`src/rtl/pexp_pkg.sv`:
```
// Package pexp_pkg
// Shared constants and the transfer state type for the port expander target.
// Assumes byte-oriented I2C transfers with 7-bit addressing.
package pexp_pkg;
    localparam int BYTE_W   = 8;
    localparam int PORT_W   = 8;
    localparam int DAC_W    = 6;
    localparam int STRAP_W  = 3;
    localparam int FILT_LEN = 4;
    localparam logic [3:0] ADDR_HI = 4'b0111;
    localparam logic [DAC_W-1:0] DAC_RST = DAC_W'(1);

    typedef enum logic [2:0] {
        ST_IDLE,
        ST_ADDR,
        ST_AACK,
        ST_WDATA,
        ST_WACK,
        ST_RDATA,
        ST_RACK
    } tgt_state_e;
endpackage

```
`src/rtl/pexp_line_filter.sv`:
```
// Module pexp_line_filter
// Two-flop synchronizer followed by a majority-free run filter: the output
// only moves once FILT_LEN consecutive synchronized samples agree.
// Assumes the line idles high (bus released) and FILT_LEN >= 2.
module pexp_line_filter #(
    parameter int FILT_LEN = 4
) (
    input  logic clk,
    input  logic rst_n,
    input  logic line_i,
    output logic line_o
);
    logic [1:0]          sync_q;
    logic [FILT_LEN-1:0] hist_q;
    logic                out_q;

    // Synchronize the raw line and keep a window of recent samples.
    always_ff @(posedge clk) begin
        if (!rst_n) begin
            sync_q <= 2'b11;
            hist_q <= '1;
        end else begin
            sync_q <= {sync_q[0], line_i};
            hist_q <= {hist_q[FILT_LEN-2:0], sync_q[1]};
        end
    end

    // Move the filtered level only when the whole window agrees.
    always_ff @(posedge clk) begin
        if (!rst_n) begin
            out_q <= 1'b1;
        end else if (&hist_q) begin
            out_q <= 1'b1;
        end else if (~|hist_q) begin
            out_q <= 1'b0;
        end
    end

    assign line_o = out_q;
endmodule

```
`src/rtl/pexp_bus_events.sv`:
```
// Module pexp_bus_events
// Turns filtered SCL/SDA levels into one-cycle event pulses: SCL edges,
// START (SDA falls with SCL high) and STOP (SDA rises with SCL high).
// Assumes inputs are already synchronous and glitch-filtered.
module pexp_bus_events (
    input  logic clk,
    input  logic rst_n,
    input  logic scl_f,
    input  logic sda_f,
    output logic scl_rise,
    output logic scl_fall,
    output logic start_det,
    output logic stop_det
);
    logic scl_p;
    logic sda_p;

    // Remember the previous filtered levels for edge detection.
    always_ff @(posedge clk) begin
        if (!rst_n) begin
            scl_p <= 1'b1;
            sda_p <= 1'b1;
        end else begin
            scl_p <= scl_f;
            sda_p <= sda_f;
        end
    end

    // Decode edges and bus conditions from current and previous levels.
    always_comb begin
        scl_rise  = scl_f & ~scl_p;
        scl_fall  = ~scl_f & scl_p;
        start_det = scl_f & scl_p & sda_p & ~sda_f;
        stop_det  = scl_f & scl_p & ~sda_p & sda_f;
    end
endmodule

```
`src/rtl/pexp_target_fsm.sv`:
```
// Module pexp_target_fsm
// Bit and byte engine of the I2C target. Samples SDA on SCL rise, changes its
// own SDA drive only after SCL fall, matches the address, issues write strobes
// for the first two data bytes and shifts out comparator snapshots on reads.
// Assumes cmp_in is synchronous to clk.
module pexp_target_fsm
    import pexp_pkg::*;
#(
    parameter int          STRAP_BITS = STRAP_W,
    parameter logic [3:0]  ADDR_UPPER = ADDR_HI
) (
    input  logic                  clk,
    input  logic                  rst_n,
    input  logic                  scl_f,
    input  logic                  sda_f,
    input  logic                  scl_rise,
    input  logic                  scl_fall,
    input  logic                  start_det,
    input  logic                  stop_det,
    input  logic [STRAP_BITS-1:0] strap,
    input  logic [BYTE_W-1:0]     cmp_in,
    output logic                  sda_low,
    output logic                  wr_port_en,
    output logic                  wr_ctl_en,
    output logic [BYTE_W-1:0]     wr_data,
    output logic                  snap_load,
    output logic                  mack_pulse
);
    localparam int CNT_W = $clog2(BYTE_W);
    localparam logic [CNT_W-1:0] LAST_BIT = CNT_W'(BYTE_W - 1);
    localparam logic [1:0] IDX_SAT = 2'd2;

    tgt_state_e        state_q;
    logic [CNT_W-1:0]  bit_cnt_q;
    logic [BYTE_W-1:0] rx_sh_q;
    logic [BYTE_W-1:0] tx_sh_q;
    logic              rw_q;
    logic [1:0]        byte_idx_q;
    logic              sda_low_q;
    logic              mack_q;
    logic              full_q;
    logic              wr_port_q;
    logic              wr_ctl_q;
    logic              snap_q;
    logic              mack_p_q;
    logic              addr_hit;

    // Address comparison against the fixed upper nibble and the straps.
    assign addr_hit = (rx_sh_q[BYTE_W-1:1] == {ADDR_UPPER, strap});

    // Transfer sequencing, shift registers and SDA drive.
    always_ff @(posedge clk) begin
        if (!rst_n) begin
            state_q    <= ST_IDLE;
            bit_cnt_q  <= '0;
            rx_sh_q    <= '0;
            tx_sh_q    <= '0;
            rw_q       <= 1'b0;
            byte_idx_q <= '0;
            sda_low_q  <= 1'b0;
            mack_q     <= 1'b0;
            full_q     <= 1'b0;
            wr_port_q  <= 1'b0;
            wr_ctl_q   <= 1'b0;
            snap_q     <= 1'b0;
            mack_p_q   <= 1'b0;
        end else begin
            wr_port_q <= 1'b0;
            wr_ctl_q  <= 1'b0;
            snap_q    <= 1'b0;
            mack_p_q  <= 1'b0;
            if (start_det) begin
                state_q   <= ST_ADDR;
                bit_cnt_q <= '0;
                full_q    <= 1'b0;
                sda_low_q <= 1'b0;
            end else if (stop_det) begin
                state_q   <= ST_IDLE;
                full_q    <= 1'b0;
                sda_low_q <= 1'b0;
            end else begin
                case (state_q)
                    ST_ADDR, ST_WDATA: begin
                        if (scl_rise) begin
                            rx_sh_q   <= {rx_sh_q[BYTE_W-2:0], sda_f};
                            bit_cnt_q <= bit_cnt_q + 1'b1;
                            if (bit_cnt_q == LAST_BIT) begin
                                full_q <= 1'b1;
                            end
                        end else if (scl_fall && full_q) begin
                            full_q <= 1'b0;
                            if (state_q == ST_ADDR) begin
                                if (addr_hit) begin
                                    sda_low_q <= 1'b1;
                                    rw_q      <= rx_sh_q[0];
                                    state_q   <= ST_AACK;
                                end else begin
                                    state_q <= ST_IDLE;
                                end
                            end else if (byte_idx_q != IDX_SAT) begin
                                sda_low_q <= 1'b1;
                                wr_port_q <= (byte_idx_q == 2'd0);
                                wr_ctl_q  <= (byte_idx_q == 2'd1);
                                state_q   <= ST_WACK;
                            end else begin
                                state_q <= ST_IDLE;
                            end
                        end
                    end
                    ST_AACK: begin
                        if (scl_rise && rw_q) begin
                            tx_sh_q <= cmp_in;
                            snap_q  <= 1'b1;
                        end else if (scl_fall) begin
                            bit_cnt_q <= '0;
                            if (rw_q) begin
                                sda_low_q <= ~tx_sh_q[BYTE_W-1];
                                state_q   <= ST_RDATA;
                            end else begin
                                sda_low_q  <= 1'b0;
                                byte_idx_q <= '0;
                                state_q    <= ST_WDATA;
                            end
                        end
                    end
                    ST_WACK: begin
                        if (scl_fall) begin
                            sda_low_q <= 1'b0;
                            bit_cnt_q <= '0;
                            if (byte_idx_q != IDX_SAT) begin
                                byte_idx_q <= byte_idx_q + 1'b1;
                            end
                            state_q <= ST_WDATA;
                        end
                    end
                    ST_RDATA: begin
                        if (scl_fall) begin
                            if (bit_cnt_q == LAST_BIT) begin
                                sda_low_q <= 1'b0;
                                bit_cnt_q <= '0;
                                state_q   <= ST_RACK;
                            end else begin
                                tx_sh_q   <= {tx_sh_q[BYTE_W-2:0], 1'b0};
                                sda_low_q <= ~tx_sh_q[BYTE_W-2];
                                bit_cnt_q <= bit_cnt_q + 1'b1;
                            end
                        end
                    end
                    ST_RACK: begin
                        if (scl_rise) begin
                            mack_q <= ~sda_f;
                            if (!sda_f) begin
                                tx_sh_q  <= cmp_in;
                                mack_p_q <= 1'b1;
                            end
                        end else if (scl_fall) begin
                            if (mack_q) begin
                                sda_low_q <= ~tx_sh_q[BYTE_W-1];
                                state_q   <= ST_RDATA;
                            end else begin
                                state_q <= ST_IDLE;
                            end
                        end
                    end
                    default: begin
                        sda_low_q <= 1'b0;
                    end
                endcase
            end
        end
    end

    assign sda_low    = sda_low_q;
    assign wr_port_en = wr_port_q;
    assign wr_ctl_en  = wr_ctl_q;
    assign wr_data    = rx_sh_q;
    assign snap_load  = snap_q;
    assign mack_pulse = mack_p_q;


    drive_low_scl_low_chk: assert property (@(posedge clk) disable iff (!rst_n)
        $rose(sda_low_q) |-> !scl_f);


    start_restarts_chk: assert property (@(posedge clk) disable iff (!rst_n)
        start_det |=> (state_q == ST_ADDR && bit_cnt_q == '0));


    rack_released_chk: assert property (@(posedge clk) disable iff (!rst_n)
        (state_q == ST_RACK) |-> !sda_low_q);


    snap_single_chk: assert property (@(posedge clk) disable iff (!rst_n)
        snap_q |=> !snap_q);
endmodule

```
`src/rtl/pexp_ctrl_regs.sv`:
```
// Module pexp_ctrl_regs
// Holds the port drive register and the control register (capture mode,
// threshold select, DAC code). Loads each from the shared write byte when
// its strobe pulses. Assumes strobes are single-cycle and mutually exclusive.
module pexp_ctrl_regs
    import pexp_pkg::*;
#(
    parameter int               P_W   = PORT_W,
    parameter int               D_W   = DAC_W,
    parameter logic [D_W-1:0]   D_RST = DAC_RST
) (
    input  logic              clk,
    input  logic              rst_n,
    input  logic              wr_port_en,
    input  logic              wr_ctl_en,
    input  logic [BYTE_W-1:0] wr_data,
    output logic [P_W-1:0]    port_q,
    output logic [D_W-1:0]    dac_q,
    output logic              thr_q,
    output logic              cap_q
);
    localparam int CAP_BIT = BYTE_W - 1;
    localparam int THR_BIT = BYTE_W - 2;

    // Port drive register: all pins pulled low after reset.
    always_ff @(posedge clk) begin
        if (!rst_n) begin
            port_q <= '0;
        end else if (wr_port_en) begin
            port_q <= wr_data[P_W-1:0];
        end
    end

    // Control register fields decoded from the second write byte.
    always_ff @(posedge clk) begin
        if (!rst_n) begin
            dac_q <= D_RST;
            thr_q <= 1'b0;
            cap_q <= 1'b0;
        end else if (wr_ctl_en) begin
            dac_q <= wr_data[D_W-1:0];
            thr_q <= wr_data[THR_BIT];
            cap_q <= wr_data[CAP_BIT];
        end
    end


    port_write_only_chk: assert property (@(posedge clk) disable iff (!rst_n)
        !$stable(port_q) |-> $past(wr_port_en));


    ctl_write_only_chk: assert property (@(posedge clk) disable iff (!rst_n)
        (!$stable(dac_q) || !$stable(thr_q) || !$stable(cap_q)) |-> $past(wr_ctl_en));


    strobe_excl_chk: assert property (@(posedge clk) disable iff (!rst_n)
        !(wr_port_en && wr_ctl_en));
endmodule

```
`src/rtl/pexp_i2c_target.sv`:
```
// Module pexp_i2c_target
// Top of the I2C port expander target: filters both bus lines, extracts bus
// events, runs the transfer engine and holds the output registers.
// Assumes clk is at least 50 times the SCL rate and cmp_in is synchronous.
module pexp_i2c_target
    import pexp_pkg::*;
(
    input  logic               clk,
    input  logic               rst_n,
    input  logic               scl_in,
    input  logic               sda_in,
    output logic               sda_drive_low,
    input  logic [STRAP_W-1:0] strap,
    input  logic [BYTE_W-1:0]  cmp_in,
    output logic [PORT_W-1:0]  port_release,
    output logic [DAC_W-1:0]   dac_code,
    output logic               thr_sel,
    output logic               cap_mode,
    output logic               snap_load,
    output logic               mack_pulse
);
    localparam int N_LINES = 2;

    logic [N_LINES-1:0] raw_lines;
    logic [N_LINES-1:0] filt_lines;
    logic scl_f, sda_f;
    logic scl_rise, scl_fall, start_det, stop_det;
    logic wr_port_en, wr_ctl_en;
    logic [BYTE_W-1:0] wr_data;

    assign raw_lines = {sda_in, scl_in};

    // One synchronizer and filter per bus line.
    for (genvar g = 0; g < N_LINES; g++) begin : g_line
        pexp_line_filter #(.FILT_LEN(FILT_LEN)) u_filt (
            .clk    (clk),
            .rst_n  (rst_n),
            .line_i (raw_lines[g]),
            .line_o (filt_lines[g])
        );
    end

    assign scl_f = filt_lines[0];
    assign sda_f = filt_lines[1];

    pexp_bus_events u_events (
        .clk       (clk),
        .rst_n     (rst_n),
        .scl_f     (scl_f),
        .sda_f     (sda_f),
        .scl_rise  (scl_rise),
        .scl_fall  (scl_fall),
        .start_det (start_det),
        .stop_det  (stop_det)
    );

    pexp_target_fsm u_fsm (
        .clk        (clk),
        .rst_n      (rst_n),
        .scl_f      (scl_f),
        .sda_f      (sda_f),
        .scl_rise   (scl_rise),
        .scl_fall   (scl_fall),
        .start_det  (start_det),
        .stop_det   (stop_det),
        .strap      (strap),
        .cmp_in     (cmp_in),
        .sda_low    (sda_drive_low),
        .wr_port_en (wr_port_en),
        .wr_ctl_en  (wr_ctl_en),
        .wr_data    (wr_data),
        .snap_load  (snap_load),
        .mack_pulse (mack_pulse)
    );

    pexp_ctrl_regs u_regs (
        .clk        (clk),
        .rst_n      (rst_n),
        .wr_port_en (wr_port_en),
        .wr_ctl_en  (wr_ctl_en),
        .wr_data    (wr_data),
        .port_q     (port_release),
        .dac_q      (dac_code),
        .thr_q      (thr_sel),
        .cap_q      (cap_mode)
    );


    idle_release_chk: assert property (@(posedge clk) disable iff (!rst_n)
        (stop_det) |=> !sda_drive_low);
endmodule

```
`config.mk`:
```
export PLATFORM = sky130hd
export DESIGN_NAME = pexp_i2c_target
export DESIGN_NICKNAME = d
export VERILOG_FILES = /design/src/rtl/pexp_pkg.sv /design/src/rtl/pexp_line_filter.sv /design/src/rtl/pexp_bus_events.sv /design/src/rtl/pexp_target_fsm.sv /design/src/rtl/pexp_ctrl_regs.sv /design/src/rtl/pexp_i2c_target.sv
export SDC_FILE = /design/constraint.sdc
export NUM_CORES = 1
export LEC_CHECK = 0
export BUFFER_PORTS_ARGS = -buffer_cell sky130_fd_sc_hd__buf_2
export CAP_MARGIN = 20
export CORE_MARGIN = 3
export CORE_UTILIZATION = 25
export CTS_CLUSTER_SIZE = 14
export DETAILED_ROUTE_END_ITERATION = 10
export GPL_ROUTABILITY_DRIVEN = 1
export HOLD_SLACK_MARGIN = 0.1
export SYNTH_ARGS = -nofsm -noshare
export SYNTH_HDL_FRONTEND = slang
export SYNTH_HIERARCHICAL = 1
export SYNTH_SLANG_ARGS = --single-unit
```
`constraint.sdc`:
```
create_clock -name clk -period 1.7 [get_ports clk]
set_input_delay 0.085 -clock clk [delete_from_list [all_inputs] [get_ports clk]]
set_output_delay 0.085 -clock clk [all_outputs]
set_load 0.05 [all_outputs]
```
; ---- Yosys cells after proc, flatten, opt, wreduce, memory -nomap -nowiden
; Index checks and enable logic that the tools add are counted.
; Widths: inputs -> output; s select.
[classes]
n_mux = 55
n_eq_ne = 39
bitwise = 22
reduce_logical = 31
add_sub_neg = 2
[ops]
columns = op, n
row1 = $mux 3, 18
row2 = $mux 8, 5
row3 = $ne 4x3->1 const B, 6
row4 = $pmux 8 s3, 1
row5 = $ne 2x1->1 const B, 11
row6 = $mux 1, 21
row7 = $reduce_and 10->1, 2
row8 = $ne 2x2->1 const B, 8
row9 = $reduce_and 4->1, 4
row10 = $reduce_and 8->1, 2
row11 = $not 1->1, 15
row12 = $pmux 3 s5, 1
row13 = $eq 3x3->1 const B, 4
row14 = $mux 2, 6
row15 = $ne 4x4->1 const B, 3
row16 = $pmux 3 s4, 1
row17 = $reduce_or 4->1, 3
row18 = $reduce_and 11->1, 1
row19 = $reduce_or 2->1, 4
row20 = $reduce_or 8->1, 1
row21 = $and 1x1->1, 7
row22 = $eq 7x6->1, 1
row23 = $reduce_and 7->1, 1
row24 = $reduce_bool 7->1, 1
row25 = 19 further kinds, 22
[word_totals]
regBits = 64
input_bits = 15

; ---- Logic depth before layout (Yosys ltp)
; Gate-level depths: netlist of the first run.
[depth]
ltp_word = 8
ltp_mapped = 7
depth_no_buf = 7

; ---- By module
; Netlist of the first run, hierarchy kept.
[modules_own_cells]
columns = module, cells_each, area_each_um2, instances, seq_area_each_um2
row1 = pexp_target_fsm, 203, 1900.6, 1, 640.6
row2 = pexp_ctrl_regs, 51, 605.6, 1, 320.3
row3 = pexp_line_filter, 16, 203.9, 2, 140.1
row4 = pexp_bus_events, 8, 85.1, 1, 40.0

; ---- Worst setup path before layout of the first run
; Ideal clock, no wire load.
[synth_path]
path_type = register to register
startpoint = register u_events.scl_p
endpoint = register u_fsm.tx_sh_q[0]
path_buffers = 0
path_stages_with_launch = 7
required_time_ps = 1585
period_less_slack_ps = 1789
path_slack_ps = -89
arrival_ps = 1674
setup_time_ps = 115
cell_sequence = dfxtp_1 nor2b_1 inv_1 o32ai_4 o211ai_4 and2_0 o21a_1
[synth_via]
word_cells_on_any_way = 15
[synth_lines]
columns = element, line
row1 = "start, declared", pexp_bus_events.sv:15  ; logic scl_p;
row2 = "start signal, assigned", pexp_bus_events.sv:24  ; scl_p <= scl_f;
row3 = $and 1x1->1, pexp_bus_events.sv:32  ; scl_fall = ~scl_f & scl_p;
row4 = via scl_fall, pexp_i2c_target.sv:27  ; logic scl_rise, scl_fall, start_det, stop_det;
row5 = $ne 2x1->1 (no line), --
row6 = $reduce_and 8->1 (no line), --
row7 = "end signal, assigned", pexp_target_fsm.sv:112  ; tx_sh_q <= cmp_in;
row8 = "end signal, assigned", pexp_target_fsm.sv:143  ; tx_sh_q <= {tx_sh_q[BYTE_W-2:0], 1'b0};
row9 = "end signal, assigned", pexp_target_fsm.sv:153  ; tx_sh_q <= cmp_in;
row10 = "end, declared", pexp_target_fsm.sv:36  ; logic [BYTE_W-1:0] tx_sh_q;
; The timed path passes the listed nets, and every way through them passes these cells.
; A chain may end at the register's enable or synchronous reset.

; ---- Final worst setup path of the first run
[layout_path]
startpoint = register u_fsm.state_q[2]
endpoint = register u_fsm.sda_low_q, in the netlist u_fsm/sda_low
[layout_via]
elab_chain_len = 5
word_cells_on_any_way = 23
[layout_rtl]
columns = element, line
row1 = "start, declared", pexp_target_fsm.sv:33  ; tgt_state_e state_q;
row2 = "start signal, assigned", pexp_target_fsm.sv:54  ; state_q <= ST_IDLE;
row3 = "start signal, assigned", pexp_target_fsm.sv:73  ; state_q <= ST_ADDR;
row4 = "start signal, assigned", pexp_target_fsm.sv:78  ; state_q <= ST_IDLE;
row5 = $eq 3x1->1, "pexp_target_fsm.sv:82, pexp_target_fsm.sv:92"
row6 = $mux 1, pexp_target_fsm.sv:92  ; if (state_q == ST_ADDR) begin
row7 = $mux 1, pexp_target_fsm.sv:90  ; end else if (scl_fall && full_q) begin
row8 = $mux 1, pexp_target_fsm.sv:84  ; if (scl_rise) begin
row9 = $pmux 1 s5, pexp_target_fsm.sv:82  ; case (state_q)
row10 = "end signal, assigned", pexp_target_fsm.sv:117  ; sda_low_q <= ~tx_sh_q[BYTE_W-1];
row11 = "end signal, assigned", pexp_target_fsm.sv:144  ; sda_low_q <= ~tx_sh_q[BYTE_W-2];
row12 = "end signal, assigned", pexp_target_fsm.sv:158  ; sda_low_q <= ~tx_sh_q[BYTE_W-1];
row13 = "end, declared", pexp_target_fsm.sv:39  ; logic sda_low_q;
; Several ways; a longest one is shown, not always the timed one. The select of a mux whose other input is x is not followed.

==> impl_metrics.prom, run 1 <==
# TYPE chip_impl_metric gauge
chip_impl_metric{name="period_minus_slack",unit="ns"} 1.68
chip_impl_metric{name="static-leakage-power",unit="nW"} 1.70
chip_impl_info{name="r2r_start",value="u_fsm/state_q[2]$_SDFFE_PP0P_"} 1
chip_impl_info{name="timing_worst_setup_path_type",value="flop to flop"} 1
chip_impl_metric{name="layout_setup_ws",unit="ns"} 0.0187
chip_impl_metric{name="initial_utilization",unit="%"} 25.9
chip_impl_info{name="cts_root_buf",value="sky130_fd_sc_hd__clkbuf_16"} 1
chip_impl_metric{name="num_vias",unit=""} 2369
chip_impl_metric{name="design.die.area",unit="um2"} 13300
chip_impl_metric{name="clock_insertion_delay_worst_skew",unit="ns"} 0.33
chip_impl_metric{name="clock_buffers_created_by_tritoncts",unit=""} 9
chip_impl_metric{name="worst-endpoint-arrival",unit="ns"} 1.89
chip_impl_metric{name="final_min_period_over_clock_period",unit="%"} 98.9
chip_impl_info{name="netlist.top_cell.by_area",value="sky130_fd_sc_hd__dfxtp_1"} 1
chip_impl_metric{name="wl_per_cell",unit="um"} 13.1
chip_impl_metric{name="synth.top_cell.area_share",unit="%"} 42.7
chip_impl_metric{name="cts_clock_pin_slew_for_the_worst_setup_and_hold_paths",unit="ns"} 0.06
chip_impl_metric{name="flow.area_growth_from_synthesis",unit="%"} 36.4
chip_impl_metric{name="fmax",unit="GHz"} 0.595
chip_impl_metric{name="antenna_found_initial",unit=""} 0
chip_impl_metric{name="slew-limit-headroom",unit="%"} 64.4
chip_impl_info{name="timing.critical_path.slowest_stage_cell",value="sky130_fd_sc_hd__dfxtp_4"} 1
chip_impl_metric{name="cp_max_fo",unit=""} 11
chip_impl_info{name="hold_class",value="primary input to flop"} 1
chip_impl_metric{name="chipHeight",unit="um"} 116
chip_impl_info{name="post-synth-top-count-cell",value="sky130_fd_sc_hd__dfxtp_1"} 1
chip_impl_metric{name="drt_first_iter_violations",unit=""} 85
chip_impl_metric{name="fill_cells",unit=""} 1154
chip_impl_metric{name="drv_cap",unit=""} 0
chip_impl_metric{name="power_density",unit="nW/um2"} 844
chip_impl_info{name="timing.critical_path.from_type",value="flop"} 1
chip_impl_metric{name="core",unit="um2"} 11600
chip_impl_metric{name="worstMarginPinSlew",unit="ns"} 0.533
chip_impl_metric{name="route.antenna.remaining_nets",unit=""} 0
chip_impl_metric{name="synthesis.area_per_instance",unit="um2"} 10.2
chip_impl_metric{name="postSynthCellCount",unit=""} 294
chip_impl_metric{name="setup_viol",unit=""} 0
chip_impl_metric{name="cts-htree-levels",unit=""} 3
chip_impl_info{name="synthTopCellsByCount",value="sky130_fd_sc_hd__dfxtp_1 (64), sky130_fd_sc_hd__nor2b_1 (41), sky130_fd_sc_hd__mux2i_1 (38)"} 1
chip_impl_info{name="worstHoldStart",value="rst_n"} 1
chip_impl_metric{name="fin_util",unit="%"} 35.4
chip_impl_metric{name="min_path_cells",unit=""} 3
chip_impl_metric{name="routabilityCongestion",unit=""} 0.864
chip_impl_info{name="synth_top_flop_cell",value="sky130_fd_sc_hd__dfxtp_1"} 1
chip_impl_info{name="critical_path.cell_chain",value="nand2b_2, a21boi_0, a2111oi_4, o211ai_1, mux2i_1"} 1
chip_impl_metric{name="grt_max_degree",unit=""} 56
chip_impl_metric{name="antenna_cells",unit=""} 0
chip_impl_info{name="critical_path.top_delay_family",value="compound AO/OA/AOI/OAI gates"} 1
chip_impl_metric{name="synth.yosys.seq_area_share",unit="%"} 42.7
chip_impl_metric{name="synth-async-reset-ratio",unit="%"} 0
chip_impl_metric{name="ioPinCount",unit=""} 34
chip_impl_metric{name="critical_path_buf_inv_count",unit=""} 0
chip_impl_metric{name="post_synth_net_total",unit=""} 314
chip_impl_metric{name="io_port_bufs",unit=""} 33
chip_impl_info{name="rsz_0062_raised_after_global_routing",value="yes"} 1
chip_impl_info{name="worstReg2RegEnd",value="u_fsm/sda_low$_SDFFE_PP0P_"} 1
chip_impl_metric{name="detail_route.wirelength",unit="um"} 6950
chip_impl_metric{name="dp_hpwl",unit="um"} 4900
chip_impl_metric{name="worst-endpoint-required",unit="ns"} 1.91
chip_impl_metric{name="gr-usage-all-layers",unit="%"} 10.7
chip_impl_metric{name="post_route_standard_cell_area_excluding_fillers",unit="um2"} 4090
chip_impl_metric{name="drc",unit=""} 0
chip_impl_metric{name="post_route_cells_drive_above_1_share",unit="%"} 35.8
chip_impl_metric{name="ys_ff_latch",unit=""} 64
chip_impl_metric{name="timing.clock.skew",unit="ns"} 0.00553
chip_impl_info{name="hold_path_end",value="u_fsm/state_q[0]$_SDFFE_PN0P_"} 1
chip_impl_metric{name="rrSetupSlack",unit="ns"} 0.02
chip_impl_metric{name="drtPass1Iterations",unit=""} 4
chip_impl_metric{name="yosysWarningCount",unit=""} 6
chip_impl_metric{name="vias_per_cell",unit=""} 4.46
chip_impl_metric{name="vias_in_the_first_global_route",unit=""} 2367
chip_impl_metric{name="hold_violations",unit=""} 0
chip_impl_metric{name="hold-worst-slack",unit="ns"} 0.117
chip_impl_metric{name="pre_cts_ws",unit="ns"} -0.0981
chip_impl_metric{name="netlist-cell-type-count",unit=""} 50
chip_impl_metric{name="row_count",unit=""} 39
chip_impl_info{name="synth_top_cells_by_area",value="sky130_fd_sc_hd__dfxtp_1 (43%), sky130_fd_sc_hd__mux2i_1 (13%), sky130_fd_sc_hd__nor2b_1 (8.6%)"} 1
chip_impl_metric{name="fin_nets",unit=""} 403
chip_impl_info{name="setup.worst_path.end_class",value="flop"} 1
chip_impl_metric{name="placedInstanceArea",unit="um2"} 3620
chip_impl_metric{name="gr-total-overflow",unit=""} 0
chip_impl_metric{name="timing.critical_path.slowest_cell_delay",unit="ns"} 0.42
chip_impl_metric{name="max-vdd-ir-drop",unit="uV"} 488
chip_impl_info{name="outcome",value="finished, final reports clean"} 1
chip_impl_metric{name="number_of_enable_type_register_cells_in_the_synthesized_netlist",unit=""} 0
chip_impl_metric{name="clkSinkCount",unit=""} 64
chip_impl_metric{name="finalMaxSlewViolations",unit=""} 0
chip_impl_metric{name="cts_max_path_buffers",unit=""} 2
chip_impl_info{name="startpoint",value="u_fsm/state_q[2]$_SDFFE_PP0P_"} 1
chip_impl_metric{name="synth.cell_area",unit="um2"} 3000
chip_impl_metric{name="die_w",unit="um"} 116
chip_impl_metric{name="wire_length_of_the_first_global_routing_pass",unit="um"} 11300
chip_impl_metric{name="worstRegToRegCells",unit=""} 5
chip_impl_info{name="cts_tree",value="done"} 1
-- worst register-to-register path, delay by kind of cell (launching register included) --
| family | cells | cell delay, ns |
|---|---|---|
| AOI/OAI and AO/OA | 3 | 0.75 |
| DFF | 1 | 0.42 |
| muxes | 1 | 0.14 |
| and+or+nand+nor | 1 | 0.25 |
-- registers in the layout (all words and copies together), names as in the netlist, 2 cells and up --
register and count:
g_line.u_filt/hist_q 8, u_regs/port_q 8, u_fsm/bit_cnt_q 3, u_regs/dac_q 6
u_fsm/byte_idx_q 2, u_fsm/wr_data 8, g_line.u_filt/line_o 2, u_fsm/tx_sh_q 8
u_fsm/state_q 3, g_line.u_filt/sync_q 4
-- stage by stage --
step | setup TNS (ns) | cells | power [mW]
finish | 0 | 531 | 3.45
global route | -0.0905 | 531 | 3.58
CTS | -0.0572 | 527 | 3.51
detailed placement | -0.328 | 505 | 1.62
global placement | -0.410 | 505 | 1.62
floorplan | 0 | 294 | 1.58
-- worst max path at each step --
stage / end / slack [ns] / depth (start not counted)
3_3_place_gp: u_fsm/sda_low$_SDFFE_PP0P_ / -0.13 / 5
2_1_floorplan: u_fsm/rw_q$_SDFFE_PN0P_ / 0.004 / 6
6_report: u_fsm/sda_low$_SDFFE_PP0P_ / 0.02 / 5
4_1_cts: u_fsm/rw_q$_SDFFE_PN0P_ / -0.04 / 6
3_5_place_dp: u_fsm/sda_low$_SDFFE_PP0P_ / -0.1 / 5
5_1_grt: u_fsm/sda_low$_SDFFE_PP0P_ / -0.05 / 6
-- per-layer routing --
metal | global-route usage (%) | vias to the layer above | part of all wire (%)
met5 | 0 | - | 0
met3 | 3.81 | 10 | 4.1
met2 | 16.3 | 34 | 47
met4 | 3.83 | 0 | 1.3
li1 | - | 1205 | -
met1 | 13.9 | 1120 | 48
-- kinds of logic (layout without fill, tap and decap cells) --
kind of cell,Yosys count,after routing,share of synthesized area (%)
buffers and inverters,17,111,3.50
multiplexers,45,45,15.3
adder cells (fa/ha/maj),5,5,2.09
XOR/XNOR,3,3,0.876
flip-flops,64,64,42.7
AO/OA/AOI/OAI,38,38,10.6
AND/OR/NAND/NOR,122,122,24.9
-- where the power goes --
group          internal (mW)  total, mW  switching, mW
logic                 0.0455     0.0826         0.0371
clock network           1.18       1.86          0.684
registers               1.50       1.51        0.00289
-- cell type report --
type	instances	area (um2)	share of cell area (%)
multi-input cells	213	1680	41.1
flip-flops and latches	64	1300	31.7
repair buffers	91	612	15.0
clock buffers	10	239	5.84
well taps	143	179	4.37
clock inverters	6	67.6	1.65
inverters	4	15.0	0.367
-- cell usage in the layout, fill, tap and decap left out, types with 5 or more instances in the layout --
cell type,count
sky130_fd_sc_hd__nand2_1,18
sky130_fd_sc_hd__mux2i_1,38
sky130_fd_sc_hd__buf_2,33
sky130_fd_sc_hd__nor2b_1,39
sky130_fd_sc_hd__nor2_1,9
sky130_fd_sc_hd__dfxtp_1,57
sky130_fd_sc_hd__clkbuf_16,9
sky130_fd_sc_hd__o21ai_1,6
sky130_fd_sc_hd__nand2b_1,20
sky130_fd_sc_hd__buf_4,54
sky130_fd_sc_hd__a21oi_1,6
sky130_fd_sc_hd__o21ai_0,5
sky130_fd_sc_hd__mux2_2,7
-- timing repair --
action	4_1_cts	5_1_grt
hold buffers	3	0
setup buffers	3	4
hold endpoints to repair	3	0
pin swaps	3	7
setup endpoints to repair	13	18
resized for setup	4	23
Power figures use the tool's default switching activity.
==> run 2, diff against run 1 <==
- CTS_BUF_LIST: not set -> sky130_fd_sc_hd__clkbuf_8
==> impl_metrics.prom, run 2 (synthesis gave the netlist of run 1 again) <==
# TYPE chip_impl_metric gauge
chip_impl_metric{name="antenna_found_initial",unit=""} 0
chip_impl_metric{name="cts_clock_pin_slew_for_the_worst_setup_and_hold_paths",unit="ns"} 0.07
chip_impl_metric{name="fin_nets",unit=""} 403
chip_impl_metric{name="grtUsageMet3",unit="%"} 3.66
chip_impl_metric{name="layout_setup_ws",unit="ns"} 0.0276
chip_impl_metric{name="place.detailed.instances",unit=""} 505
chip_impl_info{name="cts_root_buf",value="sky130_fd_sc_hd__clkbuf_8"} 1
chip_impl_info{name="r2r_start",value="u_fsm/state_q[2]$_SDFFE_PP0P_"} 1
chip_impl_metric{name="cts-htree-levels",unit=""} 3
chip_impl_metric{name="max-vdd-ir-drop",unit="uV"} 411
chip_impl_metric{name="wire_length_of_the_first_global_routing_pass",unit="um"} 11200
chip_impl_metric{name="core",unit="um2"} 11600
chip_impl_metric{name="seq_area",unit="um2"} 1300
chip_impl_metric{name="num_vias",unit=""} 2395
chip_impl_metric{name="clock_buffers_created_by_tritoncts",unit=""} 9
chip_impl_metric{name="layout.cells.non_filler",unit=""} 531
chip_impl_metric{name="gr-total-overflow",unit=""} 0
chip_impl_info{name="critical_path.cell_chain",value="nand2b_2, a21boi_0, a2111oi_4, o211ai_1, mux2i_1"} 1
chip_impl_metric{name="row_count",unit=""} 39
chip_impl_info{name="final_cell_mix",value="sky130_fd_sc_hd__dfxtp_1 (57), sky130_fd_sc_hd__buf_4 (53), sky130_fd_sc_hd__nor2b_1 (39)"} 1
chip_impl_metric{name="chipHeight",unit="um"} 116
chip_impl_metric{name="grt_max_degree",unit=""} 56
chip_impl_metric{name="timing.clock.skew",unit="ns"} 0.00735
chip_impl_metric{name="drt_first_iter_violations",unit=""} 71
chip_impl_info{name="hold_class",value="primary input to flop"} 1
chip_impl_metric{name="detail_route.wirelength",unit="um"} 6880
chip_impl_metric{name="slew-limit-headroom",unit="%"} 64.4
chip_impl_info{name="layout_commonest_cell",value="sky130_fd_sc_hd__dfxtp_1"} 1
chip_impl_info{name="hold_path_end",value="u_fsm/tx_sh_q[5]$_SDFFE_PN0P_"} 1
chip_impl_metric{name="final_min_period_over_clock_period",unit="%"} 98.4
chip_impl_info{name="outcome",value="finished, final reports clean"} 1
chip_impl_metric{name="worst-endpoint-arrival",unit="ns"} 1.89
chip_impl_info{name="worstReg2RegEnd",value="u_fsm/sda_low$_SDFFE_PP0P_"} 1
chip_impl_metric{name="post_route_cells_drive_above_1_share",unit="%"} 35.3
chip_impl_metric{name="clock_insertion_delay_worst_skew",unit="ns"} 0.33
chip_impl_metric{name="wl_per_cell",unit="um"} 13.0
chip_impl_metric{name="routabilityCongestion",unit=""} 0.864
chip_impl_metric{name="fmax",unit="GHz"} 0.598
chip_impl_info{name="rsz_0062_raised_after_global_routing",value="yes"} 1
chip_impl_metric{name="critical_path_buf_inv_count",unit=""} 0
chip_impl_info{name="timing_worst_setup_path_type",value="flop to flop"} 1
chip_impl_metric{name="worstRegToRegCells",unit=""} 5
chip_impl_metric{name="ioPinCount",unit=""} 34
chip_impl_metric{name="cp_max_fo",unit=""} 11
chip_impl_metric{name="worst-endpoint-required",unit="ns"} 1.92
chip_impl_metric{name="placedInstanceArea",unit="um2"} 3620
chip_impl_metric{name="min_path_cells",unit=""} 4
chip_impl_metric{name="met1_usage",unit="%"} 13.8
chip_impl_metric{name="route.antenna.remaining_nets",unit=""} 0
chip_impl_metric{name="antenna_cells",unit=""} 0
chip_impl_metric{name="cts_max_path_buffers",unit=""} 2
chip_impl_metric{name="die_w",unit="um"} 116
chip_impl_metric{name="vias_in_the_first_global_route",unit=""} 2341
chip_impl_metric{name="rrSetupSlack",unit="ns"} 0.03
chip_impl_metric{name="drtPass1Iterations",unit=""} 4
chip_impl_metric{name="post_route_standard_cell_area_excluding_fillers",unit="um2"} 3990
chip_impl_metric{name="period_minus_slack",unit="ns"} 1.67
chip_impl_metric{name="design.die.area",unit="um2"} 13300
chip_impl_info{name="worstHoldStart",value="cmp_in[5]"} 1
chip_impl_metric{name="hold-worst-slack",unit="ns"} 0.132
chip_impl_info{name="setup.worst_path.end_class",value="flop"} 1
chip_impl_metric{name="timing.critical_path.slowest_cell_delay",unit="ns"} 0.43
chip_impl_metric{name="dp_hpwl",unit="um"} 4900
chip_impl_metric{name="pre_cts_ws",unit="ns"} -0.0981
chip_impl_info{name="critical_path.top_delay_family",value="compound AO/OA/AOI/OAI gates"} 1
chip_impl_metric{name="power_density",unit="nW/um2"} 733
chip_impl_info{name="startpoint",value="u_fsm/state_q[2]$_SDFFE_PP0P_"} 1
chip_impl_metric{name="hold_violations",unit=""} 0
chip_impl_metric{name="drc",unit=""} 0
chip_impl_info{name="timing.critical_path.from_type",value="flop"} 1
chip_impl_metric{name="fill_cells",unit=""} 1165
chip_impl_metric{name="drv_cap",unit=""} 0
chip_impl_metric{name="clkSinkCount",unit=""} 64
chip_impl_metric{name="static-leakage-power",unit="nW"} 1.65
chip_impl_metric{name="gr-usage-all-layers",unit="%"} 10.5
chip_impl_metric{name="grt_use_met2",unit="%"} 16.5
chip_impl_info{name="timing.critical_path.slowest_stage_cell",value="sky130_fd_sc_hd__dfxtp_4"} 1
chip_impl_metric{name="vias_per_cell",unit=""} 4.51
chip_impl_metric{name="multiInputGateArea",unit="um2"} 1680
chip_impl_metric{name="flow.area_growth_from_synthesis",unit="%"} 33.0
chip_impl_metric{name="finalMaxSlewViolations",unit=""} 0
chip_impl_info{name="cts_tree",value="done"} 1
chip_impl_info{name="globalRoute.busiestLayer",value="met2"} 1
chip_impl_metric{name="worstMarginPinSlew",unit="ns"} 0.534
chip_impl_metric{name="initial_utilization",unit="%"} 25.9
chip_impl_metric{name="setup_viol",unit=""} 0
chip_impl_metric{name="io_port_bufs",unit=""} 33
## run 2: changes by cell type in the layout (fill, tap and decap cells not counted)
cell                            previous run  this run
sky130_fd_sc_hd__nor2_1                    9        10
sky130_fd_sc_hd__dlygate4sd3_1             3         4
sky130_fd_sc_hd__clkbuf_16                 9         0
sky130_fd_sc_hd__buf_4                    54        53
sky130_fd_sc_hd__nor2_2                    2         1
sky130_fd_sc_hd__clkbuf_8                  1        10
## run 2: how the worst max path moves through the flow
stage                                             to  cells after the start
after global placement    u_fsm/sda_low$_SDFFE_PP0P_                      5
after global routing      u_fsm/sda_low$_SDFFE_PP0P_                      6
final                     u_fsm/sda_low$_SDFFE_PP0P_                      5
after detailed placement  u_fsm/sda_low$_SDFFE_PP0P_                      5
after floorplan              u_fsm/rw_q$_SDFFE_PN0P_                      6
after CTS                 u_fsm/sda_low$_SDFFE_PP0P_                      5
## run 2: power breakdown
group | total (mW) | internal (mW) | switching, mW
sequential | 1.50 | 1.50 | 0.00282
combinational | 0.0841 | 0.0469 | 0.0372
clock | 1.33 | 0.722 | 0.613
## run 2: worst reg2reg max path, stage by stage, from the launching register on
cell	delay, ns
sky130_fd_sc_hd__dfxtp_4	0.43
sky130_fd_sc_hd__nand2b_2	0.25
sky130_fd_sc_hd__a21boi_0	0.18
sky130_fd_sc_hd__a2111oi_4	0.39
sky130_fd_sc_hd__o211ai_1	0.17
sky130_fd_sc_hd__mux2i_1	0.14
## run 2: cell type report
type                    instances  share of cell area (%)
flip-flops and latches         64                    32.5
clock buffers                  10                    3.45
inverters                       4                   0.376
multi-input cells             213                    42.1
repair buffers                 91                    15.4
well taps                     143                    4.49
clock inverters                 6                    1.69
## run 2: per-layer routing
layer	up-vias	share of wire, %
li1	1206	-
met4	0	1.1
met1	1131	47
met3	9	5.1
met2	49	47
met5	-	0
## run 2: what timing repair did
item | CTS | global route
resized for setup | 6 | 20
endpoints found under the hold margin | 4 | 0
hold buffers | 4 | 0
pin swaps | 3 | 6
setup endpoints to repair | 14 | 18
setup buffers | 3 | 3
## run 2: through the flow
stage               util, %  power [mW]  setup TNS, ns
global route           34.5        3.05        -0.0617
finish                 34.5        2.92              0
floorplan                 -        1.58              0
global placement       31.3        1.62         -0.410
detailed placement     31.3        1.62         -0.328
CTS                    33.8        2.98       -0.00973
